### config.mk
export PLATFORM = sky130hd
export DESIGN_NAME = pzs_shade_z
export DESIGN_NICKNAME = d
export VERILOG_FILES = /design/src/rtl/pzs_pkg.sv /design/src/rtl/pzs_color.sv /design/src/rtl/pzs_depth.sv /design/src/rtl/pzs_shade_z.sv
export SDC_FILE = /design/constraint.sdc
export NUM_CORES = 1
export LEC_CHECK = 0
export BUFFER_PORTS_ARGS = -buffer_cell sky130_fd_sc_hd__buf_4
export CAP_MARGIN = 20
export CORE_MARGIN = 2
export CORE_UTILIZATION = 42
export DETAILED_ROUTE_END_ITERATION = 6
export HOLD_SLACK_MARGIN = 0.03
export PLACE_DENSITY = 0.66
export SYNTH_ARGS = -nofsm -noshare
export SYNTH_HDL_FRONTEND = slang
export SYNTH_SLANG_ARGS = --single-unit
### constraint.sdc
create_clock -name clk -period 1.31 [get_ports clk]
set_input_delay 0.0655 -clock clk [delete_from_list [all_inputs] [get_ports clk]]
set_output_delay 0.0655 -clock clk [all_outputs]
set_load 0.01 [all_outputs]
### src/rtl/pzs_pkg.sv
package pzs_pkg;

  typedef enum logic [1:0] {
    PIX_8   = 2'b00,
    PIX_16  = 2'b01,
    PIX_32  = 2'b10,
    PIX_32R = 2'b11
  } pix_mode_e;

  // 8-bit intensity step, wraps
  function automatic logic [7:0] step_i8(input logic [7:0] a, input logic [7:0] b);
    logic [7:0] s;
    s = a + b;
    return s;
  endfunction

  // 16-bit pixel: red[15:10], green[9:5], blue[4:0], fields wrap separately
  function automatic logic [15:0] step_rgb16(input logic [15:0] a, input logic [15:0] b);
    logic [5:0] r;
    logic [4:0] g;
    logic [4:0] bl;
    r  = a[15:10] + b[15:10];
    g  = a[9:5]   + b[9:5];
    bl = a[4:0]   + b[4:0];
    return {r, g, bl};
  endfunction

  // 32-bit pixel: three colour bytes, top byte cleared
  function automatic logic [31:0] step_rgb32(input logic [31:0] a, input logic [31:0] b);
    logic [7:0] c2;
    logic [7:0] c1;
    logic [7:0] c0;
    c2 = a[23:16] + b[23:16];
    c1 = a[15:8]  + b[15:8];
    c0 = a[7:0]   + b[7:0];
    return {8'h00, c2, c1, c0};
  endfunction

endpackage

### src/rtl/pzs_color.sv
module pzs_color
  import pzs_pkg::*;
#(
  parameter int WORD_W = 64
) (
  input  logic [1:0]        pix_mode,
  input  logic [WORD_W-1:0] cur,
  input  logic [WORD_W-1:0] step,
  output logic [WORD_W-1:0] next
);
  localparam int N8  = WORD_W / 8;
  localparam int N16 = WORD_W / 16;
  localparam int N32 = WORD_W / 32;

  logic [WORD_W-1:0] res8;
  logic [WORD_W-1:0] res16;
  logic [WORD_W-1:0] res32;

  for (genvar g = 0; g < N8; g++) begin : g_l8
    assign res8[g*8 +: 8] = step_i8(cur[g*8 +: 8], step[g*8 +: 8]);
  end

  for (genvar g = 0; g < N16; g++) begin : g_l16
    assign res16[g*16 +: 16] = step_rgb16(cur[g*16 +: 16], step[g*16 +: 16]);
  end

  for (genvar g = 0; g < N32; g++) begin : g_l32
    assign res32[g*32 +: 32] = step_rgb32(cur[g*32 +: 32], step[g*32 +: 32]);
  end

  always_comb begin
    unique case (pix_mode_e'(pix_mode))
      PIX_8:   next = res8;
      PIX_16:  next = res16;
      default: next = res32;
    endcase
  end
endmodule

### src/rtl/pzs_depth.sv
module pzs_depth #(
  parameter int WORD_W = 64
) (
  input  logic                  depth32,
  input  logic [WORD_W-1:0]     cur,
  input  logic [WORD_W-1:0]     step,
  input  logic [WORD_W-1:0]     stored,
  output logic [WORD_W-1:0]     next,
  output logic [WORD_W-1:0]     merged,
  output logic [WORD_W/8-1:0]   byte_vis
);
  localparam int N16 = WORD_W / 16;
  localparam int N32 = WORD_W / 32;
  localparam int NB  = WORD_W / 8;

  logic [WORD_W-1:0] next16, merge16, next32, merge32;
  logic [NB-1:0]     bytes16, bytes32;
  logic [N16-1:0]    lane_vis16;
  logic [N32-1:0]    lane_vis32;

  for (genvar g = 0; g < N16; g++) begin : g_z16
    logic [15:0] s;
    assign s             = cur[g*16 +: 16] + step[g*16 +: 16];
    assign lane_vis16[g] = s < stored[g*16 +: 16];
    assign next16[g*16 +: 16]  = s;
    assign merge16[g*16 +: 16] = lane_vis16[g] ? s : stored[g*16 +: 16];
    assign bytes16[g*2 +: 2]   = {2{lane_vis16[g]}};
  end

  for (genvar g = 0; g < N32; g++) begin : g_z32
    logic [31:0] s;
    assign s             = cur[g*32 +: 32] + step[g*32 +: 32];
    assign lane_vis32[g] = s < stored[g*32 +: 32];
    assign next32[g*32 +: 32]  = s;
    assign merge32[g*32 +: 32] = lane_vis32[g] ? s : stored[g*32 +: 32];
    assign bytes32[g*4 +: 4]   = {4{lane_vis32[g]}};
  end

  assign next     = depth32 ? next32  : next16;
  assign merged   = depth32 ? merge32 : merge16;
  assign byte_vis = depth32 ? bytes32 : bytes16;
endmodule

### src/rtl/pzs_shade_z.sv
module pzs_shade_z #(
  parameter int WORD_W = 64,
  localparam int NB    = WORD_W / 8
) (
  input  logic              clk,
  input  logic              rst_n,
  input  logic              in_valid,
  input  logic [1:0]        pix_mode,
  input  logic              depth32,
  input  logic [WORD_W-1:0] color_cur,
  input  logic [WORD_W-1:0] color_step,
  input  logic [WORD_W-1:0] z_cur,
  input  logic [WORD_W-1:0] z_step,
  input  logic [WORD_W-1:0] z_stored,
  output logic              out_valid,
  output logic [WORD_W-1:0] color_next,
  output logic [WORD_W-1:0] z_next,
  output logic [WORD_W-1:0] z_write,
  output logic [NB-1:0]     byte_mask
);
  logic [WORD_W-1:0] col_d;
  logic [WORD_W-1:0] zn_d;
  logic [WORD_W-1:0] zw_d;
  logic [NB-1:0]     vis_d;

  pzs_color #(.WORD_W(WORD_W)) u_color (
    .pix_mode (pix_mode),
    .cur      (color_cur),
    .step     (color_step),
    .next     (col_d)
  );

  pzs_depth #(.WORD_W(WORD_W)) u_depth (
    .depth32  (depth32),
    .cur      (z_cur),
    .step     (z_step),
    .stored   (z_stored),
    .next     (zn_d),
    .merged   (zw_d),
    .byte_vis (vis_d)
  );

  always_ff @(posedge clk or negedge rst_n) begin
    if (!rst_n) begin
      out_valid  <= 1'b0;
      color_next <= '0;
      z_next     <= '0;
      z_write    <= '0;
      byte_mask  <= '0;
    end else begin
      out_valid <= in_valid;
      if (in_valid) begin
        color_next <= col_d;
        z_next     <= zn_d;
        z_write    <= zw_d;
        byte_mask  <= vis_d;
      end
    end
  end
endmodule

==> results.py <==
metrics = {
    "worst_setup_path": {
        "worst_ep_required_time_ns": 1.68,
        "arrival_ns": 4.02,
        "worstSetupStartpointType": "input pin",
        "path_class": "input pin to flip-flop",
        "cp-end-kind": "flip-flop",
        "cp_max_fo": 5,
    },
    "synthesis": {
        "seq_area_frac_synth": 0.281,
        "synthCells": 2011,
        "synthArstFlopShare": 1.00,
        "yosys.area_share.adder": 0.175,
        "synth_nets": 2571,
        "synth_edf_count": 0,
        "ys_ff_latch": 197,
        "ys.flop_type": "dfrtp_1",
        "synth_cell_types": 82,
        "synth-xor-area-share": 0.0713,
        "synthSimpleGateAreaFrac": 0.134,
        "synth_compound_area_frac": 0.219,
        "synth_top_family_by_area": "compound AO/OA/AOI/OAI gates",
        "synth_warnings": 0,
        "synth_area_sq_um": 17600,
        "muxShareOfSynthArea": 0.0735,
        "synth_area_per_cell_sq_um": 8.73,
    },
    "die": {
        "ios": 527,
        "core-area_sq_um": 41000,
        "dieArea_sq_um": 43500,
        "die_w_um": 209,
        "rows": 74,
        "die_y_um": 209,
        "start_util": 0.428,
    },
    "cells_and_area": {
        "syn_to_final_growth_pct": 80.9,
        "fin_nets": 3710,
        "drive_above_1_share": 0.534,
        "instances_no_fill": 3697,
    },
    "power": {
        "power.switching_mw": 13.8,
        "leakage_nw": 15.1,
        "internal-power_mw": 21.9,
        "swShare": 0.386,
        "p_per_area_nw_per_um2": 1120,
        "p_clk_frac": 0.172,
        "vdd_drop_max_uv": 1090,
        "p_seq_frac": 0.240,
        "power_frac_comb": 0.588,
        "totalPowerFinal_mw": 35.7,
    },
    "sta": {
        "hold_violations": 0,
        "rsz0062_at_grt": "yes",
        "drv_slew": 0,
        "slew_headroom": 0.566,
        "timing.fmax_mhz": 274,
        "fin_skew_ns": 0,
        "worst_pin_slew_ns": 0.646,
        "timing.final.crit_share": 2.79,
        "fin_crit_ns": 3.65,
        "fin_ws_ns": -2.34,
        "finalSetupViolCount": 128,
    },
    "clocking": {
        "root_buffer": "clkbuf_16",
        "htree_levels": 4,
        "clk_latency_ns": 0.48,
        "path_clk_slew_ns": 0.08,
        "cts_made_buffers": 17,
        "tritoncts": "done",
        "clk_path_buf_depth": 2,
        "cts.sinks": 197,
    },
    "route": {
        "vias": 20493,
        "first_iter_violations": 1145,
        "drc_errors": 0,
        "drtAntennaViolNets": 0,
        "wire_per_inst_um": 21.1,
        "dr.pass1.iters": 5,
        "vias_per_cell": 5.54,
        "wl_mm": 78.1,
    },
    "placed_design": {
        "io_buffer_count": 526,
        "dpl.hpwl_mm": 59.8,
        "gp_congestion": 0.969,
        "dpl.cell_count": 3509,
    },
    "job": {
        "maxCapViolCount": 0,
    },
    "global_routing": {
        "overflow": 0,
        "grt_pass1_vias": 21182,
        "grt_usage": 0.344,
        "grt_max_degree": 54,
        "antenna_found_initial": 3,
        "grt_pass1_wl_mm": 117,
    },
    "run_status": {
        "outcome": "finished, violations left",
        "failed_checks": "setup timing",
    },
    "min_path": {
        "hold_path_class": "input pin to flip-flop",
    },
}
## layer usage
metal,GRT usage,up-vias,share of wire
li1,-,9529,-
met1,0.383,9961,0.37
met2,0.606,762,0.50
met3,0.0842,239,0.071
met4,0.182,2,0.060
met5,0,-,0.00020
## area by class of cell
class | instances | area [sq um]
multi-input combinational | 1611 | 15000
timing repair buffer | 1217 | 10100
fill | 2759 | 9240
sequential | 197 | 4930
tap | 532 | 666
clock buffer | 21 | 470
inverter | 106 | 398
clock inverter | 11 | 188
antenna | 2 | 5.00
## per-stage QoR
step | hold WS, ns | TNS (ns) | setup slack [ns] | utilization | cell area (sq um)
2_1_floorplan | -0.230 | -183.01 | -2.38 | - | 19100
3_3_place_gp | 0.0349 | -248.38 | -2.82 | 0.668 | 27400
3_5_place_dp | 0.0332 | -256.37 | -2.87 | 0.668 | 27400
4_1_cts | 0.0315 | -165.73 | -2.15 | 0.748 | 30700
5_1_grt | 0.0316 | -186.87 | -2.44 | 0.775 | 31800
6_report | 0.0325 | -175.49 | -2.34 | 0.775 | 31800
## sequential cells by signal (all words and copies together) (netlist names)
signal / cells
byte_mask: 4
color_next: 64
z_next: 64
z_write: 64
out_valid: 1
## cells by family (layout without fill, tap and decap cells)
family	after synthesis	after routing
other	0	2
muxes	120	120
adders and majority gates	234	234
and+or+nand+nor	514	514
AOI/OAI and AO/OA	600	600
xor gates and xnor gates	143	143
DFF	197	197
buffers and inverters	203	1355
## power groups by stage
stage          sequential [mW]  combinational, mW  clock [mW]
2_1_floorplan             8.96               8.02           0
3_3_place_gp              8.58               17.0           0
3_5_place_dp              8.61               17.4           0
4_1_cts                   8.53               19.6        6.18
5_1_grt                   8.69               22.4        6.43
6_report                  8.58               21.0        6.13
## final timing paths
check                          startpoint        endpoint  slack [ns]  cells after the start
setup / recovery                z_step[0]      z_write[1]       -2.34                     22
hold / removal              color_cur[17]  color_next[17]        0.03                      3
setup reg to reg              z_write[60]     z_write[60]        0.13                      3
hold reg to reg            color_next[61]  color_next[61]        0.50                      1
max in group asynchronous           rst_n     z_write[27]        0.70                      3
min in group asynchronous           rst_n   color_next[0]        0.08                      2
## Yosys cell counts, types with 20 or more instances
master	count	area, sq um
a21oi_1	260	1300
mux2_2	72	811
dfrtp_1	197	4930
nor3_1	24	120
mux2i_1	48	480
clkbuf_1	67	251
a31oi_1	39	244
xnor2_1	91	797
nor2_1	191	717
ha_1	214	2680
a21o_1	60	450
inv_1	104	390
nand2_1	139	522
fa_1	20	400
o21ai_0	56	280
nand3_1	54	270
xor2_1	52	455
## what timing repair did
action | CTS | global route
endpoints found under the hold margin | 261 | 1
pin swaps | 180 | 172
cloned | 4 | 1
setup buffers | 78 | 50
hold buffers | 66 | 1
gates resized for setup | 272 | 205
setup endpoints to repair | 128 | 146
## placed cells by master (no fill, tap or decap), types with 19 or more instances in the layout
cell and instances:
a21o_1 58, a21oi_1 168, a21oi_2 76, a31oi_1 26, buf_12 23, buf_4 999
buf_6 113, dfrtp_1 196, dlygate4sd3_1 67, ha_1 148, ha_4 60, inv_1 102
mux2_2 44, mux2_4 28, mux2i_1 42, nand2_1 100, nand2_2 23, nand3_1 34
nor2_1 179, nor3_1 19, o21ai_0 31, xnor2_1 65, xor2_1 45
## worst max-delay path, cell delays in order
cell and delay [ns]:
buf_8 0.10, ha_4 0.15, inv_2 0.05, fa_2 0.24, nor2b_4 0.06, o31ai_4 0.32
buf_4 0.18, a31o_4 0.18, o21ai_4 0.08, a311o_1 0.33, and3_4 0.18, or2_4 0.25
ha_4 0.26, nand2_1 0.04, or3_4 0.42, nor2_4 0.16, nand3_4 0.11, a31oi_4 0.23
buf_12 0.15, buf_12 0.13, mux2i_2 0.07, mux2_4 0.26
Power figures use the tool's default switching activity.
